--- src/rtl/icw_pkg.sv ---
package icw_pkg;
   typedef enum logic {WIN_CLOSED = 1'b0, WIN_OPEN = 1'b1} icw_win_e;

   localparam int HID_RD_TIM = 0;
   localparam int HID_WR_TIM = 1;
   localparam int HID_CTRL   = 3;
   localparam int HID_STRAP  = 5;
   localparam int HID_MISC   = 6;
endpackage

--- src/rtl/icw_unlock_fsm.sv ---
module icw_unlock_fsm
   import icw_pkg::*;
#(
   parameter int          ADDR_W    = 3,
   parameter int          SEQ_OFF   = 1,
   parameter int          KEY_OFF   = 2,
   parameter int          SEQ_READS = 2,
   parameter logic [7:0]  OPEN_KEY  = 8'h03,
   parameter logic [7:0]  CLOSE_KEY = 8'h83
) (
   input  logic              clk,
   input  logic              rst,
   input  logic              rd_en,
   input  logic              wr_en,
   input  logic              word,
   input  logic [ADDR_W-1:0] addr,
   input  logic [7:0]        key_byte,
   output logic              open
);
   localparam int CNT_W = $clog2(SEQ_READS + 1);

   if (SEQ_READS < 1) begin : g_bad_reads
      $error("SEQ_READS must be at least 1");
   end

   icw_win_e         win_q;
   logic [CNT_W-1:0] cnt_q;
   logic             seq_rd, key_wr, armed;

   assign seq_rd = rd_en && !wr_en && word && (addr == ADDR_W'(SEQ_OFF));
   assign key_wr = wr_en && !word && (addr == ADDR_W'(KEY_OFF));
   assign armed  = (cnt_q == CNT_W'(SEQ_READS));

   always_ff @(posedge clk) begin
      if (rst) begin
         win_q <= WIN_CLOSED;
         cnt_q <= '0;
      end else if (win_q == WIN_OPEN) begin
         if (key_wr && key_byte == CLOSE_KEY) win_q <= WIN_CLOSED;
      end else if (wr_en) begin
         cnt_q <= '0;
         if (key_wr && key_byte == OPEN_KEY && armed) win_q <= WIN_OPEN;
      end else if (rd_en) begin
         if (!seq_rd)     cnt_q <= '0;
         else if (!armed) cnt_q <= cnt_q + 1'b1;
      end
   end

   assign open = (win_q == WIN_OPEN);
endmodule

--- src/rtl/icw_taskfile.sv ---
module icw_taskfile #(
   parameter int ADDR_W = 3,
   parameter int DATA_W = 16
) (
   input  logic              clk,
   input  logic              rst,
   input  logic              we,
   input  logic              word,
   input  logic [ADDR_W-1:0] addr,
   input  logic [DATA_W-1:0] wdata,
   output logic [DATA_W-1:0] rdata
);
   localparam int NREG  = 1 << ADDR_W;
   localparam int NLANE = DATA_W / 8;

   logic [NREG-1:0][DATA_W-1:0] regs;

   for (genvar r = 0; r < NREG; r++) begin : g_reg
      for (genvar l = 0; l < NLANE; l++) begin : g_lane
         logic [7:0] lane_q;
         always_ff @(posedge clk) begin
            if (rst)
               lane_q <= '0;
            else if (we && addr == ADDR_W'(r) && (word || l == 0))
               lane_q <= wdata[l*8 +: 8];
         end
         assign regs[r][l*8 +: 8] = lane_q;
      end
   end

   assign rdata = word ? regs[addr] : {{(DATA_W-8){1'b0}}, regs[addr][7:0]};
endmodule

--- src/rtl/icw_cfg_bank.sv ---
module icw_cfg_bank
   import icw_pkg::*;
#(
   parameter int         ADDR_W     = 3,
   parameter int         NUM_DRIVES = 2,
   parameter logic [7:0] CTRL_RST   = 8'h11,
   parameter logic [7:0] MISC_WMASK = 8'h7F
) (
   input  logic                    clk,
   input  logic                    rst,
   input  logic                    strap_in,
   input  logic                    we,
   input  logic [ADDR_W-1:0]       addr,
   input  logic [7:0]              wbyte,
   output logic [7:0]              rbyte,
   output logic [7:0]              ctrl,
   output logic [7:0]              misc,
   output logic [NUM_DRIVES*8-1:0] rd_tim,
   output logic [NUM_DRIVES*8-1:0] wr_tim
);
   logic       strap_q;
   logic       sel;
   logic [7:0] ctrl_q, misc_q;

   if (NUM_DRIVES == 2) begin : g_two
      assign sel = misc_q[0];
   end else begin : g_one
      assign sel = 1'b0;
   end

   for (genvar d = 0; d < NUM_DRIVES; d++) begin : g_drv
      logic [7:0] rt_q, wt_q;
      always_ff @(posedge clk) begin
         if (rst) begin
            rt_q <= '0;
            wt_q <= '0;
         end else if (we && sel == 1'(d)) begin
            if (addr == ADDR_W'(HID_RD_TIM)) rt_q <= wbyte;
            if (addr == ADDR_W'(HID_WR_TIM)) wt_q <= wbyte;
         end
      end
      assign rd_tim[d*8 +: 8] = rt_q;
      assign wr_tim[d*8 +: 8] = wt_q;
   end

   always_ff @(posedge clk) begin
      if (rst) begin
         strap_q <= strap_in;
         ctrl_q  <= CTRL_RST;
         misc_q  <= '0;
      end else if (we) begin
         if (addr == ADDR_W'(HID_CTRL)) ctrl_q <= wbyte;
         if (addr == ADDR_W'(HID_MISC)) misc_q <= wbyte & MISC_WMASK;
      end
   end

   always_comb begin
      rbyte = '0;
      case (addr)
         ADDR_W'(HID_RD_TIM): rbyte = rd_tim[sel*8 +: 8];
         ADDR_W'(HID_WR_TIM): rbyte = wr_tim[sel*8 +: 8];
         ADDR_W'(HID_CTRL):   rbyte = ctrl_q;
         ADDR_W'(HID_STRAP):  rbyte = {7'd0, strap_q};
         ADDR_W'(HID_MISC):   rbyte = misc_q;
         default:             rbyte = '0;
      endcase
   end

   assign ctrl = ctrl_q;
   assign misc = misc_q;
endmodule

--- src/rtl/ide_cfg_window.sv ---
module ide_cfg_window #(
   parameter int ADDR_W     = 3,
   parameter int DATA_W     = 16,
   parameter int NUM_DRIVES = 2
) (
   input  logic                    clk,
   input  logic                    rst,
   input  logic                    strap_in,
   input  logic                    bus_rd,
   input  logic                    bus_wr,
   input  logic                    bus_word,
   input  logic [ADDR_W-1:0]       bus_addr,
   input  logic [DATA_W-1:0]       bus_wdata,
   output logic [DATA_W-1:0]       bus_rdata,
   output logic                    win_open,
   output logic [7:0]              cfg_ctrl,
   output logic [7:0]              cfg_misc,
   output logic [NUM_DRIVES*8-1:0] cfg_rd_tim,
   output logic [NUM_DRIVES*8-1:0] cfg_wr_tim
);
   if (DATA_W < 16 || DATA_W % 8 != 0) begin : g_bad_w
      $error("DATA_W must be a multiple of 8, at least 16");
   end
   if (ADDR_W < 3) begin : g_bad_a
      $error("ADDR_W must be at least 3");
   end
   if (NUM_DRIVES < 1 || NUM_DRIVES > 2) begin : g_bad_d
      $error("NUM_DRIVES must be 1 or 2");
   end

   logic              open;
   logic [DATA_W-1:0] tf_rdata;
   logic [7:0]        hid_rbyte;

   icw_unlock_fsm #(.ADDR_W(ADDR_W)) u_fsm (
      .clk(clk), .rst(rst), .rd_en(bus_rd), .wr_en(bus_wr), .word(bus_word),
      .addr(bus_addr), .key_byte(bus_wdata[7:0]), .open(open)
   );

   icw_taskfile #(.ADDR_W(ADDR_W), .DATA_W(DATA_W)) u_tf (
      .clk(clk), .rst(rst), .we(bus_wr && !open), .word(bus_word),
      .addr(bus_addr), .wdata(bus_wdata), .rdata(tf_rdata)
   );

   icw_cfg_bank #(.ADDR_W(ADDR_W), .NUM_DRIVES(NUM_DRIVES)) u_bank (
      .clk(clk), .rst(rst), .strap_in(strap_in), .we(bus_wr && open),
      .addr(bus_addr), .wbyte(bus_wdata[7:0]), .rbyte(hid_rbyte),
      .ctrl(cfg_ctrl), .misc(cfg_misc), .rd_tim(cfg_rd_tim), .wr_tim(cfg_wr_tim)
   );

   always_comb begin
      if (!bus_rd)   bus_rdata = '0;
      else if (open) bus_rdata = {{(DATA_W-8){1'b0}}, hid_rbyte};
      else           bus_rdata = tf_rdata;
   end

   assign win_open = open;
endmodule

--- config.mk ---
export PLATFORM = sky130hd
export DESIGN_NAME = ide_cfg_window
export DESIGN_NICKNAME = d
export VERILOG_FILES = /design/src/rtl/icw_pkg.sv /design/src/rtl/icw_unlock_fsm.sv /design/src/rtl/icw_taskfile.sv /design/src/rtl/icw_cfg_bank.sv /design/src/rtl/ide_cfg_window.sv
export SDC_FILE = /design/constraint.sdc
export NUM_CORES = 1
export LEC_CHECK = 0
export ABC_AREA = 1
export BUFFER_PORTS_ARGS = -buffer_cell sky130_fd_sc_hd__buf_2
export CAP_MARGIN = 10
export CORE_MARGIN = 2
export CORE_UTILIZATION = 55
export DETAILED_ROUTE_END_ITERATION = 8
export HOLD_SLACK_MARGIN = 0.06
export PLACE_DENSITY = 0.79
export SYNTH_ARGS = -nofsm -noshare
export SYNTH_HDL_FRONTEND = slang
export SYNTH_SLANG_ARGS = --single-unit
export TNS_END_PERCENT = 50
--- constraint.sdc ---
create_clock -name clk -period 4.05 [get_ports clk]
set_clock_uncertainty 0.1 [all_clocks]
set_input_delay 0.405 -clock clk [delete_from_list [all_inputs] [get_ports clk]]
set_output_delay 0.405 -clock clk [all_outputs]
set_load 0.02 [all_outputs]
==> results of run 1 <==
==> repair_timing <==
action	4_1_cts	5_1_grt
setup endpoints to repair	0	0
hold endpoints to repair	1	0
gates resized for setup	0	0
hold buffers	1	0
==> area by class of cell <==
| cell class | count | share of cell area [%] |
|---|---|---|
| Clock inverter | 7 | 0.5101 |
| Timing Repair Buffer | 95 | 5.460 |
| Clock buffer | 24 | 5.763 |
| Tap cell | 184 | 2.537 |
| Sequential cell | 179 | 39.60 |
| Inverter | 104 | 4.329 |
| Multi-Input combinational cell | 816 | 41.80 |
==> placed cells by master, fill, tap and decap left out <==
master,count
nand2_1,204
dfxtp_1,178
nor2_1,170
a21oi_1,139
o21ai_0,134
nand3_1,92
buf_2,88
inv_1,80
o21ai_1,20
inv_2,18
clkbuf_16,18
nand2_2,8
nand4_1,8
a22oi_1,7
nor2_4,6
buf_4,6
o2111ai_1,5
clkinv_1,5
clkbuf_8,5
nor2_2,4
or2_2,4
nor3_1,3
a211oi_1,3
clkinvlp_4,3
clkinv_2,3
nand2_4,2
nor2_8,2
inv_4,1
nand3_4,1
o211ai_1,1
nand3b_1,1
ha_1,1
conb_1,1
clkbuf_1,1
clkinv_4,1
dlygate4sd3_1,1
edfxtp_1,1
==> layer usage <==
metal | share of wire (%) | global-route usage, % | up-vias
li1 | - | - | 3904
met1 | 41 | 39.22 | 3664
met2 | 47 | 48.18 | 418
met3 | 9.1 | 6.932 | 67
met4 | 2.7 | 11.44 | 0
met5 | 0 | 0 | -
==> cells by family after synthesis <==
logic type	count (synthesis)	share of synthesized area (%)
other	1	0.04632
AO/OA/AOI/OAI	309	19.68
buffers and inverters	173	8.748
flip-flops	179	44.39
AND/OR/NAND/NOR	505	26.99
adder cells (fa/ha/maj)	1	0.1545
==> per-stage QoR <==
| step | worst slack, ns | instance area [sq um] |
|---|---|---|
| after global placement | 1.081 | 8496 |
| after CTS | 1.103 | 9075 |
| after floorplan | 1.981 | 8095 |
| after global routing | 0.8987 | 9075 |
| after detailed placement | 1.101 | 8496 |
| final | 1.050 | 9075 |
==> sequential cells by signal (all words and copies together), names as in the netlist <==
name                  flops
u_bank.ctrl               8
u_bank.g_drv.rt_q        16
u_bank.g_drv.wt_q        16
u_bank.misc               7
u_bank.strap_q            1
u_fsm.cnt_q               2
u_fsm.open                1
u_tf.g.g_lane.lane_q    128
==> power by group through the flow <==
stage,registers [mW],logic [mW],clock network (mW)
final,1.81,0.334,1.57
after floorplan,1.85,0.230,0
after global placement,1.85,0.321,0
after detailed placement,1.85,0.324,0
after global routing,1.81,0.367,1.65
after CTS,1.81,0.327,1.58
==> worst max-delay path, stage by stage, from the launching register on <==
cell and delay (ns):
dfxtp_1 0.50, nor3_1 0.81, o21ai_0 0.34, nor2_1 0.22
buf_2 0.19
==> worst max path at each step <==
stage	startpoint	end	slack, ns	cells after the start
after global placement	bus_addr[2]	u_tf.g_reg[0].g_lane[1].lane_q[7]	1.08	7
after global routing	u_fsm.open	bus_rdata[9]	0.90	4
final	u_fsm.open	bus_rdata[10]	1.05	4
after detailed placement	bus_addr[2]	u_tf.g_reg[0].g_lane[1].lane_q[5]	1.10	7
after CTS	u_fsm.open	bus_rdata[10]	1.10	4
after floorplan	bus_addr[0]	bus_rdata[6]	1.98	9
==> flow_summary_export.csv, run 1 <==
group,metric,value,unit
worst_hold_path,hold_depth,3,
logic_synthesis,synth_fp_nets,1194,
logic_synthesis,synth_seq_cells,179,
setup_path,path_class,"reg -> out",
place,dp.cells,1377,
cts,cts_buffers,17,
worst_hold_path,min_from,"bus_wdata[8]",
logic_synthesis,synth.distinct_cells,33,
routing,route.vias.total,8053,
power,power.leakage,3.859,nW
global_routing,antenna_found_initial,0,
timing,fmax,0.3333,GHz
logic_synthesis,synth-edff-count,1,
logic_synthesis,synth.top_cell.area_share,44.02,%
routing,totalWireLength,23570,um
power,power_frac_comb,9.0,%
global_routing,grt_pass1_vias,7318,
final_layout,final-seq-area,3593,sq um
cts,clock-sinks,179,
worst_hold_path,hp-class,"in -> reg",
power,total_power,3.721,mW
routing,firstDrtPassIters,8,
logic_synthesis,synthArstFlopShare,0,%
run_status,outcome,"completed",
timing,final_max_slew_viol_count,0,
power,p_clk_share,42.3,%
timing,fin_tns_setup,0,ns
cts,cts.clk_slew.worst_paths,0.07,ns
logic_synthesis,syn-cell-area,8095,sq um
routing,drc,0,
die,core,14480,sq um
power,power.net_switching,940.4,uW
final_layout,diodes,0,
setup_path,worst-r2r-cell-count,8,
setup_path,crit_fanout,14,
setup_path,cp-end-kind,"output port",
setup_path,reg2reg_slack,1.46,ns
timing,rsz0062_at_grt,"no",
cts,insertion_delay,0.43,ns
setup_path,cp.required,3.54,ns
die,start_util,55.91,%
timing,setup_viol,0,
die,io_pins,90,
setup_path,r2r-end,"u_tf.g_reg[2].g_lane[1].lane_q[1]",
final_layout,fin_nets,1239,
final_layout,fillCellCount,1359,
timing,tightest_slew,0.9711,ns
power,seq_power_share,48.7,%
run,cap_violations,0,
die,chipHeight,125.3,um
final_layout,multi_input_area,3794,sq um
place,gp_congestion,0.9023,
cts,tritoncts,"built",
power,vdd_drop_max,0.0004460,V
cts,cts_setup_buffers,0,
global_routing,grt_max_degree,66,
power,intPower,2.780,mW
place,dp_hpwl,15490,um
logic_synthesis,synthFlopType,"dfxtp_1",
timing,maxSlewHeadroom,35.16,%
final_layout,drive_above_1_share,13.88,%
logic_synthesis,ys_top_cells_by_count,"nand2_1 (204), dfxtp_1 (178), nor2_1 (170)",
cts,clk_path_buf_depth,2,
final_layout,stdcell_count,1409,
final_layout,fin_util,62.68,%
logic_synthesis,postSynthAreaPerCell,6.931,sq um
die,num_rows,44,
power,swShare,25.27,%
global_routing,grt_pass1_wl,37720,um
timing,min_period_over_period,74.08,%
logic_synthesis,yosysMostFrequentCell,"nand2_1",
setup_path,r2r_start,"u_fsm.open",
logic_synthesis,synthesis.instances,1168,
final_layout,syn2layout_area_growth,12.10,%
die,die_area,15710,sq um
worst_hold_path,worstHoldEndpoint,"u_tf.g_reg[7].g_lane[1].lane_q[0]",
place,numPortBuffers,88,
routing,post_drt_via_cell_ratio,5.715,
logic_synthesis,ys_warn_count,0,
global_routing,grt_usage,29.89,%
global_routing,grt_overflow,0,
timing,hold_viol,0,
logic_synthesis,synth_top_cell_by_area,"dfxtp_1",
logic_synthesis,ys_seq_area_share,44.39,%
cts,cts.htree.levels,4,
setup_path,start_kind,"flop",
timing,period_needed,3.000,ns
setup_path,worst_ep_arrival_time,2.50,ns
routing,final_antenna_net_count,0,
power,p_per_area,410.0,nW/um^2
die,die_w,125.3,um
timing,timing.hold.ws,0.2421,ns
logic_synthesis,synth_area_leaders,"dfxtp_1 (44%), nand2_1 (9.5%), a21oi_1 (8.6%)",
cts,root_buffer,"clkbuf_16",
routing,routedWlPerCell,16.73,um
routing,drt-initial-drc-count,782,
Note: power is estimated with default switching activity, not from simulation.
==> run 2, diff against run 1 <==
Clock period 4.05 ns to 2.8 ns, I/O delays scaled along.
==> run 2 against run 1 <==
Global-route usage increased by 1.3 points. Routed wire length is 4.0% higher. Sequential cell count stayed put. Critical endpoint unchanged. Critical path depth increased by 5.
==> flow_summary_export.csv, run 2 (synthesis results as in run 1) <==
group,metric,value,unit
die,core,14480,sq um
final_layout,diodes,0,
power,vdd_drop_max,0.0004173,V
place,numPortBuffers,88,
timing,fmax,0.4259,GHz
worst_hold_path,hold_depth,3,
die,start_util,55.91,%
final_layout,largest_reg_flops,128,
timing,hold_viol,0,
global_routing,antenna_found_initial,0,
setup_path,r2r_start,"u_fsm.open",
die,die_area,15710,sq um
setup_path,cp-end-kind,"output port",
die,chipHeight,125.3,um
cts,post_cts_resize_count,0,
timing,setup_viol,0,
power,power.leakage,3.951,nW
cts,clock-sinks,179,
timing,final_max_slew_viol_count,0,
setup_path,worst_ep_arrival_time,1.97,ns
routing,route.vias.total,8236,
routing,firstDrtPassIters,6,
setup_path,r2r-end,"u_tf.g_reg[2].g_lane[1].lane_q[6]",
cts,tritoncts,"built",
final_layout,final_common_cell,"nand2_1",
routing,post_drt_via_cell_ratio,5.780,
cts,cts_buffers,17,
timing,fin_tns_setup,0,ns
cts,cts.clk_slew.worst_paths,0.07,ns
cts,cts.htree.levels,4,
run,cap_violations,0,
worst_hold_path,hp-class,"in -> reg",
timing,timing.hold.ws,0.1023,ns
routing,drc,0,
place,dp_hpwl,16730,um
timing,rsz0062_at_grt,"no",
final_layout,regMostFlops,"u_tf.g.g_lane.lane_q",
routing,routedWlPerCell,17.20,um
place,gp_congestion,0.9246,
setup_path,path_class,"in -> out",
final_layout,final_cell_mix,"nand2_1 (204), dfxtp_1 (178), nor2_1 (170)",
cts,clk_path_buf_depth,2,
final_layout,syn2layout_area_growth,13.94,%
die,die_w,125.3,um
worst_hold_path,worstHoldEndpoint,"u_tf.g_reg[7].g_lane[1].lane_q[0]",
power,p_per_area,606.0,nW/um^2
global_routing,grt_usage,31.16,%
final_layout,fin_nets,1254,
routing,drt-initial-drc-count,940,
global_routing,grt_overflow,0,
global_routing,grt_pass1_wl,39050,um
worst_hold_path,min_from,"bus_wdata[8]",
timing,tightest_slew,0.5135,ns
die,io_pins,90,
setup_path,reg2reg_slack,0.72,ns
setup_path,worst-r2r-cell-count,8,
cts,insertion_delay,0.43,ns
cts,hold_buffers,1,
routing,totalWireLength,24510,um
global_routing,grt_pass1_vias,7597,
timing,min_period_over_period,83.85,%
final_layout,drive_above_1_share,14.99,%
setup_path,start_kind,"input pin",
cts,cts_setup_buffers,0,
setup_path,cp.required,2.42,ns
timing,maxSlewHeadroom,65.68,%
final_layout,top_regs,"u_tf.g.g_lane.lane_q: 128 flops, u_bank.g_drv.rt_q: 16 flops, u_bank.g_drv.wt_q: 16 flops",
setup_path,crit_fanout,20,
die,num_rows,44,
timing,period_needed,2.348,ns
run_status,outcome,"completed",
global_routing,grt_max_degree,57,
cts,root_buffer,"clkbuf_16",
routing,final_antenna_net_count,0,
run 2: power breakdown:
part | internal [mW] | switching, mW
clock network | 1.42 | 1.06
registers | 2.60 | 0.0246
logic | 0.134 | 0.360
total | 4.15 | 1.44
run 2: cell type report:
type	instances	area, sq um
inverter	104	392.9
clock buffer	18	429.2
fill	1342	5255
sequential	179	3593
tap	184	230.2
clock inverter	14	176.4
multi-input combinational	816	3794
timing repair buffer	110	608.1
run 2: per-layer routing:
layer / wire (um) / global-route usage, %
met5: 0 / 0
met4: 1266 / 18.37
met3: 2171 / 5.563
met2: 11340 / 50.54
met1: 9723 / 38.97
run 2: worst max-delay path by stage:
stage	startpoint	end	slack, ns	cells after the start
5_1_grt	bus_addr[0]	bus_rdata[2]	0.31	10
4_1_cts	bus_addr[0]	bus_rdata[8]	0.50	9
2_1_floorplan	bus_addr[0]	bus_rdata[6]	0.98	9
6_report	bus_addr[0]	bus_rdata[10]	0.45	9
3_3_place_gp	bus_addr[0]	u_tf.g_reg[2].g_lane[1].lane_q[2]	0.40	9
3_5_place_dp	bus_addr[0]	u_tf.g_reg[2].g_lane[1].lane_q[7]	0.34	9
run 2: stage by stage:
| stage | area, sq um | power, mW | setup WS, ns | util (%) | std cells |
|---|---|---|---|---|---|
| floorplan | 8095 | 3.002 | 0.9808 | - | 1168 |
| global placement | 8608 | 3.151 | 0.4029 | 59.45 | 1392 |
| detailed placement | 8608 | 3.158 | 0.3443 | 59.45 | 1392 |
| CTS | 9224 | 5.590 | 0.4994 | 63.71 | 1425 |
| global route | 9224 | 5.753 | 0.3125 | 63.71 | 1425 |
| finish | 9224 | 5.589 | 0.4523 | 63.71 | 1425 |
run 2: worst max-delay path, cell delays in order:
cell,delay (ns)
buf_2,0.36
inv_2,0.19
nand2_2,0.34
inv_4,0.17
nand2_1,0.09
nand4_1,0.10
o21ai_0,0.20
nor2_1,0.07
buf_2,0.16
==> run 3, diff against run 2 <==
Settings changed: ABC_AREA 1 to 0.
Clock period 2.8 ns to 2.3 ns, I/O delays scaled along.
==> run 3 against run 2 <==
Register-to-register slack got worse by 0.25 ns. Critical path depth decreased by 4. Global-route usage is 4.4 points lower. Die area grew 0.41%. Sequential share of layout area fell by 1.6 points. Combinational power fell by 2%. Largest power group unchanged.
==> flow_summary_export.csv, run 3 <==
group,metric,value,unit
die,die_area,15770,sq um
setup_path,path_class,"reg -> out",
die,start_util,56.14,%
logic_synthesis,ys_warn_count,0,
routing,drt-initial-drc-count,561,
routing,totalWireLength,21200,um
timing,hold_viol,0,
cts,root_buffer,"clkbuf_16",
cts,tritoncts,"built",
final_layout,largest_reg_flops,128,
cts,cts.htree.levels,4,
run_status,outcome,"completed",
routing,route.vias.total,6640,
setup_path,cp.required,1.97,ns
cts,clock-sinks,179,
setup_path,crit_fanout,8,
final_layout,regMostFlops,"u_tf.g.g_lane.lane_q",
routing,final_antenna_net_count,0,
cts,cts.clk_slew.worst_paths,0.07,ns
place,numPortBuffers,88,
logic_synthesis,ys_seq_area_share,44.21,%
logic_synthesis,synth_area_leaders,"dfxtp_1 (44%), mux2i_1 (16%), mux4_2 (11%)",
logic_synthesis,synth.distinct_cells,44,
timing,setup_viol,0,
global_routing,grt_pass1_vias,6344,
setup_path,path_cells,"buf_4, mux4_2, a22oi_1, a211oi_1, buf_2",
logic_synthesis,ys_top_cells_by_count,"dfxtp_1 (178), nor2_1 (133), mux2i_1 (127)",
final_layout,final_cell_mix,"dfxtp_1 (176), nor2_1 (133), mux2i_1 (127)",
final_layout,top_regs,"u_tf.g.g_lane.lane_q: 128 flops, u_bank.g_drv.rt_q: 16 flops, u_bank.g_drv.wt_q: 16 flops",
routing,routedWlPerCell,19.10,um
timing,fmax,0.4479,GHz
power,vdd_drop_max,0.0006848,V
power,swShare,24.07,%
logic_synthesis,synth.top_cell.area_share,43.84,%
timing,maxSlewHeadroom,58.20,%
timing,final_max_slew_viol_count,0,
die,chipHeight,125.6,um
final_layout,stdcell_count,1110,
logic_synthesis,synth_seq_cells,179,
die,io_pins,90,
logic_synthesis,postSynthAreaPerCell,9.782,sq um
cts,cts_buffers,17,
final_layout,final_common_cell,"dfxtp_1",
logic_synthesis,yosysMostFrequentCell,"dfxtp_1",
die,core,14480,sq um
place,dp_hpwl,13960,um
routing,firstDrtPassIters,5,
final_layout,drive_above_1_share,23.68,%
place,dp.cells,1067,
power,seq_power_share,46.8,%
place,gp_congestion,0.8309,
power,p_per_area,701.7,nW/um^2
logic_synthesis,syn-cell-area,8129,sq um
timing,fin_tns_setup,0,ns
timing,rsz0062_at_grt,"no",
global_routing,grt_usage,26.74,%
worst_hold_path,hp-class,"in -> reg",
routing,drc,0,
timing,min_period_over_period,97.06,%
cts,clk_path_buf_depth,2,
routing,post_drt_via_cell_ratio,5.982,
setup_path,cp-end-kind,"output port",
run,cap_violations,0,
cts,insertion_delay,0.43,ns
logic_synthesis,synthArstFlopShare,0,%
global_routing,grt_max_degree,58,
setup_path,start_kind,"flop",
timing,tightest_slew,0.6270,ns
global_routing,grt_pass1_wl,33380,um
logic_synthesis,synthesis.instances,831,
logic_synthesis,synth_top_cell_by_area,"dfxtp_1",
setup_path,cpMaxStageDelayCell,"dfxtp_4",
final_layout,fillCellCount,1113,
power,intPower,5.133,mW
power,power.leakage,4.264,nW
setup_path,max_stage_delay,0.41,ns
final_layout,syn2layout_area_growth,18.50,%
power,power.net_switching,1.627,mW
logic_synthesis,synth_fp_nets,857,
logic_synthesis,synthFlopType,"dfxtp_1",
power,power_frac_comb,7.2,%
power,p_clk_share,46.0,%
global_routing,grt_overflow,0,
timing,period_needed,2.232,ns
die,die_w,125.6,um
logic_synthesis,synth-edff-count,1,
final_layout,fin_nets,938,
final_layout,fin_util,66.53,%
global_routing,antenna_found_initial,1,
setup_path,worst_ep_arrival_time,1.90,ns
die,num_rows,44,
[run 3: worst paths after layout]
| path | start | end | slack, ns | cells after the start |
|---|---|---|---|---|
| max reg2reg | u_fsm.open | u_tf.g_reg[5].g_lane[0].lane_q[7] | 0.47 | 5 |
| min | bus_wdata[5] | u_bank.g_drv[1].wt_q[5] | 0.09 | 3 |
| max | u_bank.misc[0] | bus_rdata[4] | 0.07 | 5 |
| min reg2reg | u_tf.g_reg[2].g_lane[0].lane_q[4] | u_tf.g_reg[2].g_lane[0].lane_q[4] | 0.35 | 2 |
[run 3: kinds of logic after synthesis]
family	share of synthesized area, %
compound gates	6.926
mux	26.72
fa+ha+maj	0.1539
other cells	0.04613
simple gates	17.21
flops	44.21
buf+inv	4.741
[run 3: what timing repair did]
item,in CTS,in global routing
setup endpoints to repair,6,14
gates resized for setup,1,5
hold endpoints to repair,43,0
cloned,0,1
pin swaps,0,0
buffers inserted,0,0
hold buffers,9,0
[run 3: stage by stage]
step	hold WS, ns	cell area [sq um]	worst slack (ns)	total power [mW]
after CTS	0.07802	9588	0.01297	6.776
after detailed placement	0.3150	8860	0.1309	3.692
final	0.08648	9633	0.06759	6.759
after floorplan	0.2289	8129	0.1545	3.545
after global routing	0.08874	9630	0.007067	6.962
after global placement	0.3135	8860	0.1264	3.684
[run 3: power groups by stage]
stage          logic (mW)  registers [mW]  clock network, mW
2_1_floorplan       0.321            3.22                  0
3_3_place_gp        0.452            3.23                  0
3_5_place_dp        0.459            3.23                  0
4_1_cts             0.474            3.16               3.14
5_1_grt             0.522            3.16               3.28
6_report            0.486            3.16               3.11
[run 3: final cells by class]
class / count / area (sq um) / area share, %
diodes: 1 / 2.502 / 0.02598
clock buffers: 18 / 450.4 / 4.676
clock inverters: 14 / 186.4 / 1.935
inverters: 6 / 22.52 / 0.2338
multi-input cells: 566 / 4160 / 43.19
flip-flops and latches: 179 / 3598 / 37.36
well taps: 184 / 230.2 / 2.390
repair buffers: 142 / 982.2 / 10.20
[run 3: metal layers]
metal | track usage, % | vias to the layer above | share of wire, %
met5 | 0 | - | 0
met4 | 8.824 | 0 | 1.3
met3 | 5.991 | 31 | 6.2
met2 | 44.07 | 245 | 50
met1 | 35.08 | 3276 | 42
li1 | - | 3088 | -
[run 3: worst max-delay path, delay by kind of cell, from the launching register on]
kind / cells / cell delay (ns)
AOI/OAI and AO/OA: 2 / 0.42
muxes: 1 / 0.21
buffers and inverters: 2 / 0.43
DFF: 1 / 0.41
